===== config.mk =====
export PLATFORM = sky130hd
export DESIGN_NAME = pcm_serial_port
export DESIGN_NICKNAME = d
export VERILOG_FILES = /design/src/rtl/pcm_port_pkg.sv /design/src/rtl/pcm_edge_sync.sv /design/src/rtl/pcm_rx_deser.sv /design/src/rtl/pcm_tx_ser.sv /design/src/rtl/pcm_serial_port.sv
export SDC_FILE = /design/constraint.sdc
export NUM_CORES = 1
export LEC_CHECK = 0
export ABC_AREA = 1
export CAP_MARGIN = 10
export CORE_UTILIZATION = 53
export DETAILED_ROUTE_END_ITERATION = 12
export DONT_BUFFER_PORTS = 1
export PLACE_DENSITY_LB_ADDON = 0.05
export SYNTH_ARGS = -nofsm -noshare
export SYNTH_HDL_FRONTEND = slang
export SYNTH_HIERARCHICAL = 1
export SYNTH_SLANG_ARGS = --single-unit

===== constraint.sdc =====
create_clock -name clk -period 4.2 [get_ports clk]
set_input_delay 0.42 -clock clk [delete_from_list [all_inputs] [get_ports clk]]
set_output_delay 0.42 -clock clk [all_outputs]
set_load 0.05 [all_outputs]

===== src/rtl/pcm_port_pkg.sv =====
package pcm_port_pkg;
  localparam int unsigned PCM_W = 8;
  typedef logic [PCM_W-1:0] pcm_word_t;
endpackage


===== src/rtl/pcm_edge_sync.sv =====
module pcm_edge_sync #(
  parameter int unsigned STAGES = 2,
  parameter int unsigned LANES  = 3
) (
  input  logic             clk,
  input  logic             rst_n,
  input  logic             clr,
  input  logic             bclk,
  input  logic [LANES-1:0] lanes_in,
  output logic             bclk_rise,
  output logic             bclk_fall,
  output logic [LANES-1:0] lanes_lvl
);
  logic [STAGES-1:0] clk_pipe;
  logic              clk_last;

  always_ff @(posedge clk or negedge rst_n) begin
    if (!rst_n) begin
      clk_pipe <= '0;
      clk_last <= 1'b0;
    end else if (clr) begin
      clk_pipe <= '0;
      clk_last <= 1'b0;
    end else begin
      clk_pipe <= {clk_pipe[STAGES-2:0], bclk};
      clk_last <= clk_pipe[STAGES-1];
    end
  end

  assign bclk_rise = clk_pipe[STAGES-1] & ~clk_last;
  assign bclk_fall = ~clk_pipe[STAGES-1] & clk_last;

  // Data lanes get the same depth as the clock so they stay aligned with it.
  for (genvar g = 0; g < LANES; g++) begin : g_lane
    logic [STAGES-1:0] pipe;
    always_ff @(posedge clk or negedge rst_n) begin
      if (!rst_n)   pipe <= '0;
      else if (clr) pipe <= '0;
      else          pipe <= {pipe[STAGES-2:0], lanes_in[g]};
    end
    assign lanes_lvl[g] = pipe[STAGES-1];
  end
endmodule


===== src/rtl/pcm_rx_deser.sv =====
module pcm_rx_deser
  import pcm_port_pkg::*;
(
  input  logic      clk,
  input  logic      rst_n,
  input  logic      clr,
  input  logic      fall,
  input  logic      sync_lvl,
  input  logic      snd_bit,
  input  logic      rcv_bit,
  input  logic      rx_ready,
  output logic      strobe,
  output logic      rx_valid,
  output pcm_word_t rx_snd,
  output pcm_word_t rx_rcv
);
  localparam int unsigned CW = $clog2(PCM_W + 1);

  logic [CW-1:0] cnt;
  pcm_word_t     sh_s, sh_r;
  logic          sync_pf;

  logic start, mid, last;
  assign start = fall && sync_lvl && !sync_pf;
  assign mid   = fall && !start && (cnt != '0);
  assign last  = mid && (cnt == CW'(PCM_W - 1));

  always_ff @(posedge clk or negedge rst_n) begin
    if (!rst_n) begin
      cnt <= '0; sh_s <= '0; sh_r <= '0; sync_pf <= 1'b0;
      strobe <= 1'b0; rx_valid <= 1'b0; rx_snd <= '0; rx_rcv <= '0;
    end else if (clr) begin
      cnt <= '0; sh_s <= '0; sh_r <= '0; sync_pf <= 1'b0;
      strobe <= 1'b0; rx_valid <= 1'b0; rx_snd <= '0; rx_rcv <= '0;
    end else begin
      if (fall) begin
        sync_pf <= sync_lvl;
        strobe  <= 1'b0;
      end
      if (start) begin
        sh_s <= {sh_s[PCM_W-2:0], snd_bit};
        sh_r <= {sh_r[PCM_W-2:0], rcv_bit};
        cnt  <= CW'(1);
      end else if (mid) begin
        sh_s <= {sh_s[PCM_W-2:0], snd_bit};
        sh_r <= {sh_r[PCM_W-2:0], rcv_bit};
        cnt  <= last ? '0 : cnt + 1'b1;
      end
      if (last) begin
        rx_snd   <= {sh_s[PCM_W-2:0], snd_bit};
        rx_rcv   <= {sh_r[PCM_W-2:0], rcv_bit};
        strobe   <= 1'b1;
        rx_valid <= 1'b1;
      end else if (rx_valid && rx_ready) begin
        rx_valid <= 1'b0;
      end
    end
  end

  AST_STROBE_ON_FALL: assert property (@(posedge clk) disable iff (!rst_n || clr)
    $rose(strobe) |-> $past(fall));
  AST_STROBE_ENDS_ON_FALL: assert property (@(posedge clk) disable iff (!rst_n || clr)
    $fell(strobe) |-> $past(fall));
  AST_RX_HELD: assert property (@(posedge clk) disable iff (!rst_n || clr)
    (rx_valid && !rx_ready) |=> rx_valid);
endmodule


===== src/rtl/pcm_tx_ser.sv =====
module pcm_tx_ser
  import pcm_port_pkg::*;
#(
  parameter pcm_word_t IDLE_CODE = '1
) (
  input  logic      clk,
  input  logic      rst_n,
  input  logic      clr,
  input  logic      rise,
  input  logic      sync_lvl,
  input  logic      tx_valid,
  input  pcm_word_t tx_snd,
  input  pcm_word_t tx_rcv,
  output logic      tx_ready,
  output logic      snd_d,
  output logic      rcv_d,
  output logic      out_en
);
  localparam int unsigned CW = $clog2(PCM_W + 1);

  logic [CW-1:0] cnt;
  pcm_word_t     sh_s, sh_r, hold_s, hold_r;
  logic          hold_full, sync_pr;

  logic start, step, take, accept;
  assign start  = rise && sync_lvl && !sync_pr;
  assign step   = rise && !start && out_en;
  assign take   = start && hold_full;
  assign accept = tx_valid && !hold_full;

  always_ff @(posedge clk or negedge rst_n) begin
    if (!rst_n) begin
      cnt <= '0; sh_s <= '0; sh_r <= '0; hold_s <= '0; hold_r <= '0;
      hold_full <= 1'b0; sync_pr <= 1'b0; out_en <= 1'b0;
    end else if (clr) begin
      cnt <= '0; sh_s <= '0; sh_r <= '0; hold_s <= '0; hold_r <= '0;
      hold_full <= 1'b0; sync_pr <= 1'b0; out_en <= 1'b0;
    end else begin
      if (rise) sync_pr <= sync_lvl;
      if (start) begin
        sh_s   <= hold_full ? hold_s : IDLE_CODE;
        sh_r   <= hold_full ? hold_r : IDLE_CODE;
        out_en <= 1'b1;
        cnt    <= CW'(1);
      end else if (step) begin
        if (cnt == CW'(PCM_W)) begin
          out_en <= 1'b0;
          cnt    <= '0;
        end else begin
          sh_s <= sh_s << 1;
          sh_r <= sh_r << 1;
          cnt  <= cnt + 1'b1;
        end
      end
      if (take) begin
        hold_full <= 1'b0;
      end else if (accept) begin
        hold_full <= 1'b1;
        hold_s    <= tx_snd;
        hold_r    <= tx_rcv;
      end
    end
  end

  assign tx_ready = !hold_full;
  assign snd_d    = sh_s[PCM_W-1];
  assign rcv_d    = sh_r[PCM_W-1];

  AST_OUT_MOVES_ON_RISE: assert property (@(posedge clk) disable iff (!rst_n || clr)
    (out_en && $past(out_en) && !$past(rise)) |-> ($stable(snd_d) && $stable(rcv_d)));
  AST_EN_OPENS_ON_RISE: assert property (@(posedge clk) disable iff (!rst_n || clr)
    $rose(out_en) |-> $past(rise));
  AST_EN_CLOSES_ON_RISE: assert property (@(posedge clk) disable iff (!rst_n || clr)
    $fell(out_en) |-> $past(rise));
  AST_HOLD_KEPT: assert property (@(posedge clk) disable iff (!rst_n || clr)
    ($past(hold_full) && hold_full) |-> ($stable(hold_s) && $stable(hold_r)));
endmodule


===== src/rtl/pcm_serial_port.sv =====
module pcm_serial_port
  import pcm_port_pkg::*;
#(
  parameter int unsigned SYNC_STAGES = 2,
  parameter logic [7:0]  IDLE_CODE   = 8'hFF
) (
  input  logic             clk,
  input  logic             rst_n,
  input  logic             pwr_down,
  input  logic             bclk,
  input  logic             fsync,
  input  logic             snd_in,
  input  logic             rcv_in,
  output logic             load_strobe,
  output logic             rx_valid,
  input  logic             rx_ready,
  output logic [PCM_W-1:0] rx_snd,
  output logic [PCM_W-1:0] rx_rcv,
  input  logic             tx_valid,
  output logic             tx_ready,
  input  logic [PCM_W-1:0] tx_snd,
  input  logic [PCM_W-1:0] tx_rcv,
  output logic             snd_out,
  output logic             snd_out_en,
  output logic             rcv_out,
  output logic             rcv_out_en
);
  localparam int unsigned LANES = 3;

  logic             rise, fall;
  logic [LANES-1:0] lvl;
  logic             out_en;

  pcm_edge_sync #(.STAGES(SYNC_STAGES), .LANES(LANES)) u_sync (
    .clk(clk), .rst_n(rst_n), .clr(pwr_down), .bclk(bclk),
    .lanes_in({rcv_in, snd_in, fsync}),
    .bclk_rise(rise), .bclk_fall(fall), .lanes_lvl(lvl)
  );

  pcm_rx_deser u_rx (
    .clk(clk), .rst_n(rst_n), .clr(pwr_down), .fall(fall),
    .sync_lvl(lvl[0]), .snd_bit(lvl[1]), .rcv_bit(lvl[2]),
    .rx_ready(rx_ready), .strobe(load_strobe), .rx_valid(rx_valid),
    .rx_snd(rx_snd), .rx_rcv(rx_rcv)
  );

  pcm_tx_ser #(.IDLE_CODE(pcm_word_t'(IDLE_CODE))) u_tx (
    .clk(clk), .rst_n(rst_n), .clr(pwr_down), .rise(rise),
    .sync_lvl(lvl[0]), .tx_valid(tx_valid), .tx_snd(tx_snd), .tx_rcv(tx_rcv),
    .tx_ready(tx_ready), .snd_d(snd_out), .rcv_d(rcv_out), .out_en(out_en)
  );

  assign snd_out_en = out_en;
  assign rcv_out_en = out_en;

  AST_PD_QUIET: assert property (@(posedge clk) disable iff (!rst_n)
    pwr_down |=> (!snd_out_en && !rcv_out_en && !load_strobe && !rx_valid && tx_ready));
endmodule


* Yosys cells after proc, flatten, opt, wreduce, memory -nomap -nowiden
Index checks and enable logic that the tools add are counted.
** Storage, ports and cells
- Input bits :: 25
- Register bits after elaboration :: 85
** Cells by class
- Add/subtract/negate cells :: 2
- Reductions and logical operators :: 31
- Bitwise gates (word level) :: 4
- Eq/ne operators :: 4
- Mux-type cells :: 56
** Operator list (number)
- two-way mux 8 bit :: 20
- two-way mux 7 bit :: 6
- two-way mux 4 bit :: 8
- two-way mux 1 bit :: 18
- nonzero test 3 bit :: 6
- logical AND 1 bit :: 12
- adder 4 x 1 -> 4 bit, second input constant :: 2
- two-way mux 2 bit :: 4
- nonzero test 2 bit :: 4
- AND reduction 2 bit :: 3
- zero test 1 bit :: 5
- equality test 4 x 3 -> 1 bit, second input constant :: 1
- equality test 4 bit, second input constant :: 1
- nonzero test 4 bit :: 1
- inequality test 3 x 2 -> 1 bit, second input constant :: 1
- bitwise AND 1 bit :: 2
- inequality test 2 bit, second input constant :: 1
- inverter 1 bit :: 2

* Logic depth before layout (Yosys ltp)
Gate-level depths: netlist (run 1).
- Word-level depth :: 12
- Gate-level depth with buffers :: 10
- Mapped depth without buffers :: 9

* Modules after synthesis
Netlist (run 1), hierarchy kept.
** By module, submodules not included
- pcm_tx_ser :: seq. area each 975.9 um^2, cells each 238, area each 1931.9 um^2, instances 1
- pcm_rx_deser :: seq. area each 925.9 um^2, cells each 182, area each 1641.6 um^2, instances 1
- pcm_edge_sync :: seq. area each 225.2 um^2, cells each 34, area each 337.8 um^2, instances 1
- pcm_serial_port :: seq. area each 0.0 um^2, cells each 1, area each 7.5 um^2, instances 1

* Worst setup path before layout (run 1)
Ideal clock, no wire load.
- Path type :: register -> register
- Start point :: register u_tx.hold_full
- End point :: register u_tx.hold_r[3]
- Setup time :: 0.126 ns
- Buffers on the path :: 1
- Stages on the path, launching flop included :: 6
- Clock period less this slack :: 1.497 ns
- Arrival :: 1.371 ns
- Path slack :: 2.703 ns
- Required time :: 4.074 ns
- Cells stage by stage :: dfrtp_1 inv_1 nand2_1 nand2_2 buf_2 o21ai_0
** Between the ends
- Cells in the longest elaborated chain, start to end :: 4
- Elaborated cells on any way between the ends :: 6
- Classes of those cells :: eq/ne (1); reduce/logical (5)
** RTL lines
- start, declared :: RTL line pcm_tx_ser.sv:23 : logic hold_full, sync_pr;
- start signal, assigned :: RTL line pcm_tx_ser.sv:34 : hold_full <= 1'b0; sync_pr <= 1'b0; out_en <= 1'b0;
- start signal, assigned :: RTL line pcm_tx_ser.sv:37 : hold_full <= 1'b0; sync_pr <= 1'b0; out_en <= 1'b0;
- start signal, assigned :: RTL line pcm_tx_ser.sv:56 : hold_full <= 1'b0;
- zero test 1 bit
- via tx_ready :: RTL line pcm_serial_port.sv:20 : output logic tx_ready,
- logical AND 1 bit :: RTL line pcm_tx_ser.sv:29 : assign accept = tx_valid && !hold_full;
- nonzero test 2 bit (no source line)
- AND reduction 2 bit (no source line)
- end signal, assigned :: RTL line pcm_tx_ser.sv:60 : hold_r <= tx_rcv;
- end, declared :: RTL line pcm_tx_ser.sv:22 : pcm_word_t sh_s, sh_r, hold_s, hold_r;
The timed path passes the listed nets, and every way through them passes these cells.
A chain may end at the register's enable or synchronous reset.

* Final worst setup path (run 1)
- Start point :: register u_tx.out_en
- End point :: register u_tx.sh_s[7]
** Between the ends
- Cells in the longest elaborated chain, start to end :: 3
** RTL lines
- start, declared :: RTL line pcm_tx_ser.sv:17 : output logic out_en
- start signal, assigned :: RTL line pcm_tx_ser.sv:34
- start signal, assigned :: RTL line pcm_tx_ser.sv:37
- start signal, assigned :: RTL line pcm_tx_ser.sv:43 : out_en <= 1'b1;
- logical AND 1 bit :: RTL line pcm_tx_ser.sv:27 : assign step = rise && !start && out_en;
- nonzero test 3 bit (no source line)
- AND reduction 2 bit (no source line)
- end signal, assigned :: RTL line pcm_tx_ser.sv:41 : sh_s <= hold_full ? hold_s : IDLE_CODE;
- end signal, assigned :: RTL line pcm_tx_ser.sv:50 : sh_s <= sh_s << 1;
- end, declared :: RTL line pcm_tx_ser.sv:22
Every way passes these cells.

==> flow_summary.ini, run 1 <==
[synth]
netlist_area_um2 = 3920
synth_nets = 484
synth_area_leaders = dfrtp_1 54%, nand2_1 12%, nand3_1 8.9%
synth_top_cell_area_share_pct = 54.3
yosysWarnings = 6
synth_cell_types = 31
synth_edf_count = 0
yosys.area.top_type = dfrtp_1
synth_seq_cells = 85
synth.avg_cell_area_um2 = 8.61
synth-main-ff-cell = dfrtp_1
synthArstFlopShare_pct = 100
synth_commonest_cells = 122 x nand2_1, 85 x dfrtp_1, 70 x nand3_1
synth_most_common_cell = nand2_1
syn_inst = 455
yosysSeqAreaShare_pct = 54.3

[timing]
rsz0062_at_grt = false
whs_ps = 104
fmax_ghz = 0.532
final-hold-violation-count = 0
drv_slew = 0
finalSetupViolCount = 0
skew_ps = 10.0
min_period_over_period_pct = 44.8
tns_ps = 0
slew-limit-headroom_pct = 37.3
max_slew.worst_pin.slew_ps = 940
layout_min_cycle_time_ps = 1880

[setup_path]
path_delay_family = flip-flops
path_common_cell = nand2_1
path_max_fanout = 17
crit_chain = nand2_2 -> inv_2 -> o21ai_2 -> nand2_8 -> inv_4 -> nand2_1 -> nand2_1
worstPathArrival_ps = 2130
cpPeakStageDelay_ps = 970
start_kind = register
crit_type = reg2reg
endpoint_kind = register
path_buf_inv = 2
worstPathRequired_ps = 4450
crit_path_top_delay_cell = dfrtp_1

[min_path]
min_path_type = in2reg

[global_route]
grt_pass1_vias = 2708
grt_first_pass_wirelength_um = 12300
grt_max_degree = 86
overflow = 0
grt.total_usage_pct = 20.9
antenna_found_initial = 0

[clocking]
clk_latency_ps = 370
cts_root_buffer = clkbuf_8
cts_buffer_depth = 2
cts_tree = done
cts_sinks = 85
cts_htree_levels = 3
numCtsBuffers = 9
clk_pin_slew_ps = 90

[detailed_routing]
wl_per_cell_um = 12.8
num_vias = 2793
ant_nets = 0
dr.pass1.iters = 4
wl_um = 7020
viasPerCell = 5.11
drc = 0
drt_iter0_markers = 121

[floorplan]
core_um2 = 6980
die_h_um = 88.0
pin_count = 48
die_w_um = 88.0
initial_core_util_pct = 56.1
dieArea_um2 = 7740
rows = 30

[finish]
multi_input_area_um2 = 1440
nNetsFinal = 475
n_antenna_cell = 0
area_growth_pct = 4.63
n_fill_cell = 648
regArea_um2 = 2130
drive_gt1_share_pct = 9.53

[power_and_ir_drop]
p_leak_nw = 2.13
ir_drop_mv = 0.198
pwr-share-clk_pct = 38.0
p_seq_share_pct = 55.6
switchingPower_w = 0.000390
p_comb_share_pct = 6.4
power_density_nw_per_um2 = 374
p_int_w = 0.00114
switching_share_pct = 25.4

[placed_design]
portBuffers = 0
place.gp.congestion = 0.817
dp_hpwl_um = 4580

[flow_run]
drv_cap = 0

[outcome]
outcome = finished clean
[placed cells by master, fill, tap and decap left out, drive strengths merged]
master	Yosys	layout
o21a	1	1
inv	46	48
buf	21	1
clkinvlp	0	1
a21oi	6	6
or2	2	2
clkbuf	1	9
nor2	54	54
dfrtp	85	85
o21ai	24	24
a31oi	1	1
dlygate4sd3	0	1
nand2	131	131
nand3	72	72
bufinv	0	1
clkinv	1	4
nand4	3	3
o22ai	2	2
o211ai	1	1
ha	4	4
[cell type report]
type	count	area share [%]
Sequential cell	85	51.9
Multi-Input combinational cell	301	35.1
Inverter	47	4.39
Clock buffer	9	3.02
Tap cell	96	2.93
Clock inverter	7	1.80
Timing Repair Buffer	2	0.915
[flip-flops by register name, indices dropped and copies added (netlist names), 7 cells and up]
signal	count
u_rx/sh_s	7
u_tx/hold_s	8
u_tx/sh_s	8
u_rx/rx_snd	8
u_rx/rx_rcv	8
u_tx/sh_r	8
u_rx/sh_r	7
u_tx/hold_r	8
[logic make-up after synthesis]
family / share of synthesized area (%)
simple gates: 30.6
flops: 54.3
buf+inv: 9.04
compound gates: 4.79
fa+ha+maj: 1.28
[power groups by stage]
| stage | clock (W) | combinational [W] | sequential [W] |
|---|---|---|---|
| floorplan | 0 | 0.0000801 | 0.000866 |
| global placement | 0 | 0.0000780 | 0.000869 |
| detailed placement | 0 | 0.0000793 | 0.000870 |
| CTS | 0.000600 | 0.000100 | 0.000853 |
| global route | 0.000631 | 0.000114 | 0.000856 |
| finish | 0.000583 | 0.0000977 | 0.000853 |
[per-layer routing]
metal	global-route usage (%)	routed length (um)
met5	0	0
met4	10.9	116
met3	3.39	297
met2	33.9	3250
met1	27.2	3360
[worst register-to-register path: stages, from the launching register on]
cell and delay [ps]:
dfrtp_1 970, nand2_2 200, inv_2 130, o21ai_2 100, nand2_8 150, inv_4 100, nand2_1 80, nand2_1 60
[repair_timing]
item | in CTS | in global routing
gates resized for setup | 0 | 0
hold buffers | 2 | 0
buffers inserted | 0 | 0
endpoints found under the hold margin | 85 | 0
[metrics by stage]
step                area (um2)  utilization [%]  setup WS, ps  power [W]  std cells
finish                    4100             58.7          2320    0.00153        547
global route              4100             58.7          2210    0.00160        547
CTS                       4100             58.7          2310    0.00155        547
detailed placement        3860             55.4          2330   0.000949        529
global placement          3860             55.4          2380   0.000947        529
floorplan                 3920                -          2700   0.000946        455
[path summary, 6_finish.rpt]
path | startpoint | end | slack (ps) | cells after the start
max in group asynchronous | rst_n | u_tx/sh_r[0]$_DFFE_PN0P_ | 3250 | 2
max reg2reg | u_tx/out_en$_DFFE_PN0P_ | u_tx/sh_s[7]$_DFFE_PN0P_ | 2320 | 7
max | u_tx/out_en$_DFFE_PN0P_ | u_tx/sh_s[7]$_DFFE_PN0P_ | 2320 | 7
min | pwr_down | u_sync/g_lane[0].pipe[0]$_DFF_PN0_ | 100 | 1
min reg2reg | u_sync/clk_pipe[0]$_DFF_PN0_ | u_sync/clk_pipe[1]$_DFF_PN0_ | 450 | 2
min in group asynchronous | rst_n | u_rx/rx_rcv[1]$_DFFE_PN0P_ | 630 | 2
Note: power is estimated with default switching activity, not from simulation.
==> run 2, diff against run 1 <==
ABC_AREA = 0   (was 1)
clock period = 1.7 ns   (was 4.2 ns; I/O delays follow)
==> run 2 against run 1 <==
  * The run now ends with hold timing left
  * Worst hold slack lost 600 ps
  * Clock-buffer cell count is the same
  * Synthesized area shrank 1.1%
  * Sequential cell count is the same
==> flow_summary.ini, run 2 <==
[outcome]
outcome = finished, violations left
violations = hold timing

[setup_path]
crit_chain = inv_1 -> ha_1 -> and3b_1 -> o211a_2 -> o2bb2ai_1
worstPathRequired_ps = 1940
start_kind = register
path_delay_family = compound AO/OA/AOI/OAI gates
cpPeakStageDelay_ps = 400
path_buf_inv = 1
rr_worst_depth = 5
crit_path_top_delay_cell = dfrtp_1
crit_type = reg2reg
path_max_fanout = 12
worstPathArrival_ps = 1830
cp.depth = 5
endpoint_kind = register

[synth]
synth_seq_cells = 85
syn_inst = 377
synthArstFlopShare_pct = 100
synth_top_cell_area_share_pct = 54.9
synth_nets = 406
netlist_area_um2 = 3880
yosys.area.top_type = dfrtp_1
yosysWarnings = 6
synth_commonest_cells = 85 x dfrtp_1, 41 x nand2_1, 40 x a21oi_1
synth_most_common_cell = dfrtp_1
synth_edf_count = 0
synth_cell_types = 39
synth-main-ff-cell = dfrtp_1
synth_area_leaders = dfrtp_1 55%, a21oi_1 5.2%, mux2i_1 4.1%
synth.avg_cell_area_um2 = 10.3
yosysSeqAreaShare_pct = 54.9

[clocking]
cts_htree_levels = 3
cts_root_buffer = clkbuf_8
numCtsBuffers = 9
cts_setup_buffers = 0
clk_latency_ps = 350
cts_sinks = 85
cts_tree = done
ctsHoldBuffers = 25
cts_buffer_depth = 2
clk_pin_slew_ps = 90

[power_and_ir_drop]
p_leak_nw = 1.98
ir_drop_mv = 0.488
power_density_nw_per_um2 = 878

[floorplan]
dieArea_um2 = 7660
rows = 30
die_w_um = 87.5
core_um2 = 6940
initial_core_util_pct = 55.8
pin_count = 48
die_h_um = 87.5

[global_route]
grt_max_degree = 86
grt.total_usage_pct = 22.4
antenna_found_initial = 0
grt_pass1_vias = 2811
overflow = 0
grt_first_pass_wirelength_um = 13100

[detailed_routing]
ant_nets = 0
wl_um = 7850
drc = 0
drt_iter0_markers = 124
wl_per_cell_um = 15.3
num_vias = 2907
viasPerCell = 5.66
dr.pass1.iters = 4

[finish]
postLayoutCellArea_um2 = 4570
instances_no_fill = 514
layout_common_cells = 85 x dfrtp_1, 41 x nand2_1, 40 x a21oi_1
nNetsFinal = 442
regArea_um2 = 2130
area_growth_pct = 17.8
n_antenna_cell = 0
final_util_pct = 65.8
drive_gt1_share_pct = 13.6
n_fill_cell = 571
layout_commonest_cell = dfrtp_1
multi_input_area_um2 = 1540

[placed_design]
dp_slack_ps = 52.3
place.gp.congestion = 0.796
place_inst = 473
portBuffers = 0
dp_hpwl_um = 4740
placed_cell_area_um2 = 4060

[timing]
slew-limit-headroom_pct = 61.1
worst_slack_ps = 106
drv_slew = 0
max_slew.worst_pin.slew_ps = 583
layout_min_cycle_time_ps = 1590
fmax_ghz = 0.627
min_period_over_period_pct = 93.8
rsz0062_at_grt = false
final-hold-violation-count = 85
tns_ps = 0
finalSetupViolCount = 0
whs_ps = -495
skew_ps = 8.04

[flow_run]
drv_cap = 0

[min_path]
min_path_type = in2async
[run 2: cell count changes after synthesis, moves of 13 or more]
| cell | previous run | this run |
|---|---|---|
| nor2b_1 | 0 | 13 |
| nand2b_1 | 0 | 20 |
| inv_1 | 42 | 8 |
| a21oi_1 | 6 | 40 |
| nand2_1 | 122 | 41 |
| nor2_1 | 47 | 16 |
| mux2i_1 | 0 | 16 |
| nand3_1 | 70 | 22 |
[run 2: per-layer routing]
metal	wire length, um	up-vias	part of all wire, %	GRT usage [%]
met2	3870	75	49	37.0
met4	67	0	0.85	7.15
met5	0	-	0	0
met1	3650	1431	46	29.7
met3	271	6	3.5	4.45
li1	-	1395	-	-
[run 2: layout make-up]
type                       count  share of cell area [%]
clock buffer                   9                    2.71
inverter                       9                   0.740
clock inverter                 7                    2.66
sequential                    85                    46.6
timing repair buffer          55                    10.9
tap                           96                    2.63
multi-input combinational    253                    33.8
[run 2: power by group]
group / leakage (nW) / internal, W / total (W) / switching (W)
clock network: 0.124 / 0.000987 / 0.00173 / 0.000742
logic: 0.686 / 0.0000941 / 0.000205 / 0.000110
registers: 1.17 / 0.00206 / 0.00208 / 0.0000199
[run 2: final timing paths]
check	startpoint	endpoint	slack, ps
max in group asynchronous	rst_n	u_tx/sh_r[1]$_DFFE_PN0P_	2070
min in group clk	pwr_down	u_rx/sh_s[1]$_DFFE_PN0P_	30
hold / removal	rst_n	u_rx/cnt[2]$_DFFE_PN0P_	-490
setup / recovery	u_tx/cnt[0]$_DFFE_PN0P_	u_tx/sh_r[5]$_DFFE_PN0P_	110
setup reg to reg	u_tx/cnt[0]$_DFFE_PN0P_	u_tx/sh_r[5]$_DFFE_PN0P_	110
hold reg to reg	u_sync/clk_pipe[0]$_DFF_PN0_	u_sync/clk_pipe[1]$_DFF_PN0_	470
[run 2: per-stage QoR]
stage | total power (W) | hold slack [ps]
floorplan | 0.00224 | -126
global placement | 0.00225 | -124
detailed placement | 0.00225 | -124
CTS | 0.00405 | -518
global route | 0.00417 | -525
finish | 0.00401 | -495
[run 2: timing repair]
item / 4_1_cts / 5_1_grt
setup endpoints to repair: 0 / 29
hold endpoints to repair: 138 / 85
resized for setup: 0 / 2
[run 2: cell families (layout without fill, tap and decap cells)]
kind of cell    count (synthesis)  count (layout)  share of synthesized area (%)
simple gates                  131             131                           18.0
compound gates                102             102                           16.3
flops                          85              85                           54.9
buf+inv                        39              80                           5.39
mux                            16              16                           4.13
fa+ha+maj                       4               4                           1.29
==> run 3, diff against run 2 <==
CORE_MARGIN = 1.5   (was default)
clock period = 1.3 ns   (was 1.7 ns; I/O delays follow)
==> run 3 against run 2 <==
  * The run ends with hold timing, setup timing left
  * Die area rose by 2.3%
  * Cell area grew 25%
  * Non-clock buffer count increased by 57
  * Register-to-register slack got worse by 360 ps
  * Worst setup slack got worse by 360 ps
  * Final cell count grew 11%
  * Worst hold slack got worse by 50 ps
  * Core utilization is 16 points higher
  * Wire length rose by 40%
  * Maximum frequency grew 2.7%
  * Sequential share of layout area decreased by 9.3 points
  * Critical endpoint is now u_tx/cnt[3]$_DFFE_PN0P_
==> flow_summary.ini, run 3 (synthesized netlist as in run 2, its figures left out) <==
[global_route]
grt_max_degree = 86
grt.total_usage_pct = 28.4
overflow = 0
antenna_found_initial = 0
grt_pass1_vias = 3214
grt_first_pass_wirelength_um = 16600

[timing]
fmax_ghz = 0.644
rsz0062_at_grt = true
slew-limit-headroom_pct = 80.5
layout_min_cycle_time_ps = 1550
drv_slew = 0
max_slew.worst_pin.slew_ps = 293
finalSetupViolCount = 60
skew_ps = 8.90
worst_slack_ps = -252
whs_ps = -545
final-hold-violation-count = 85
min_period_over_period_pct = 119
tns_ps = -10070

[placed_design]
portBuffers = 0
placed_cell_area_um2 = 4310
place.gp.congestion = 0.785
dp_hpwl_um = 5260
place_inst = 498

[floorplan]
core_um2 = 6940
dieArea_um2 = 7840
die_h_um = 88.5
rows = 30
die_w_um = 88.5
pin_count = 48
initial_core_util_pct = 55.8

[finish]
area_growth_pct = 47.2
postLayoutCellArea_um2 = 5710
n_fill_cell = 376
drive_gt1_share_pct = 41.3
layout_commonest_cell = dfrtp_1
layout_common_cells = 83 x dfrtp_1, 52 x buf_4, 40 x nand2_1
regArea_um2 = 2130
multi_input_area_um2 = 2120
nNetsFinal = 502
instances_no_fill = 573
n_antenna_cell = 0

[clocking]
cts_htree_levels = 3
ctsHoldBuffers = 40
numCtsBuffers = 9
clk_latency_ps = 360
cts_buffer_depth = 2
cts_root_buffer = clkbuf_8
cts_sinks = 85
cts_tree = done
clk_pin_slew_ps = 90

[setup_path]
start_kind = register
endpoint_kind = register
cpPeakStageDelay_ps = 470
reg2reg_to = u_tx/cnt[3]$_DFFE_PN0P_
rr_worst_depth = 5
worstPathArrival_ps = 1830
crit_chain = nor2b_4 -> buf_6 -> nand2_8 -> or4b_1 -> a31oi_1
worstPathRequired_ps = 1580
crit_path_top_delay_cell = or4b_1
crit_type = reg2reg
path_delay_family = simple AND/OR/NAND/NOR gates
path_buf_inv = 1
path_max_fanout = 4
r2r-start = u_sync/clk_pipe[1]$_DFF_PN0_
r2r_setup_slack_ps = -250

[min_path]
min_path_type = in2async

[detailed_routing]
wl_per_cell_um = 19.2
viasPerCell = 5.92
dr.pass1.iters = 4
wl_um = 11000
num_vias = 3394
drt_iter0_markers = 321
drc = 0
ant_nets = 0

[power_and_ir_drop]
power_w = 0.00520
p_leak_nw = 2.29
power_density_nw_per_um2 = 912
ir_drop_mv = 0.790

[outcome]
violations = hold timing, setup timing
outcome = finished, violations left

[flow_run]
drv_cap = 0
## run 3: cell count changes in the layout (fill, tap and decap cells not counted), sizes merged
cell and delta:
clkinvlp +1, bufinv -1, buf +41, clkbuf +2, and4bb +1, and2 +1
o211a +1, inv -2, dlygate4sd3 +15
## run 3: stage by stage
step           setup slack, ps  utilization [%]
2_1_floorplan             -104                -
3_3_place_gp              -226             62.1
3_5_place_dp              -286             62.1
4_1_cts                   -171             78.6
5_1_grt                   -300             82.2
6_report                  -252             82.2
## run 3: final cells by class
type	count	share of cell area [%]
inverters	9	0.636
flip-flops and latches	85	37.3
repair buffers	112	18.8
clock inverters	5	1.49
well taps	96	2.11
multi-input cells	256	37.2
clock buffers	10	2.41
## run 3: how the worst max path moves through the flow
stage / from / endpoint / slack, ps / depth (start not counted)
final: u_sync/clk_pipe[1]$_DFF_PN0_ / u_tx/cnt[3]$_DFFE_PN0P_ / -250 / 5
after CTS: u_rx/cnt[1]$_DFFE_PN0P_ / u_rx/cnt[2]$_DFFE_PN0P_ / -170 / 6
after global placement: u_rx/cnt[0]$_DFFE_PN0P_ / u_rx/sh_s[6]$_DFFE_PN0P_ / -230 / 5
after global routing: u_sync/clk_last$_DFF_PN0_ / u_rx/cnt[3]$_DFFE_PN0P_ / -300 / 6
after floorplan: u_tx/cnt[0]$_DFFE_PN0P_ / u_tx/sh_r[5]$_DFFE_PN0P_ / -100 / 6
after detailed placement: u_rx/cnt[1]$_DFFE_PN0P_ / u_rx/sh_s[4]$_DFFE_PN0P_ / -290 / 5
## run 3: repair_timing
action                                  in CTS  in global routing
gates resized for setup                    104                 44
endpoints found under the hold margin      149                 85
pin swaps                                   39                 16
setup buffers                                9                  5
endpoints found under the setup margin      56                 75
cloned                                       6                  0
## run 3: per-layer routing
layer | vias to the layer above | part of all wire (%) | track usage (%)
met5 | - | 0 | 0
met4 | 0 | 2.2 | 10.8
met3 | 23 | 4.7 | 4.38
met2 | 119 | 48 | 43.7
met1 | 1720 | 45 | 40.9
li1 | 1532 | - | -
## run 3: report_power, final
part | internal (W) | leakage, nW | switching (W)
Sequential | 0.00269 | 1.17 | 0.0000477
Combinational | 0.000167 | 1.02 | 0.000186
Clock | 0.00113 | 0.109 | 0.000980
Total | 0.00399 | 2.29 | 0.00121
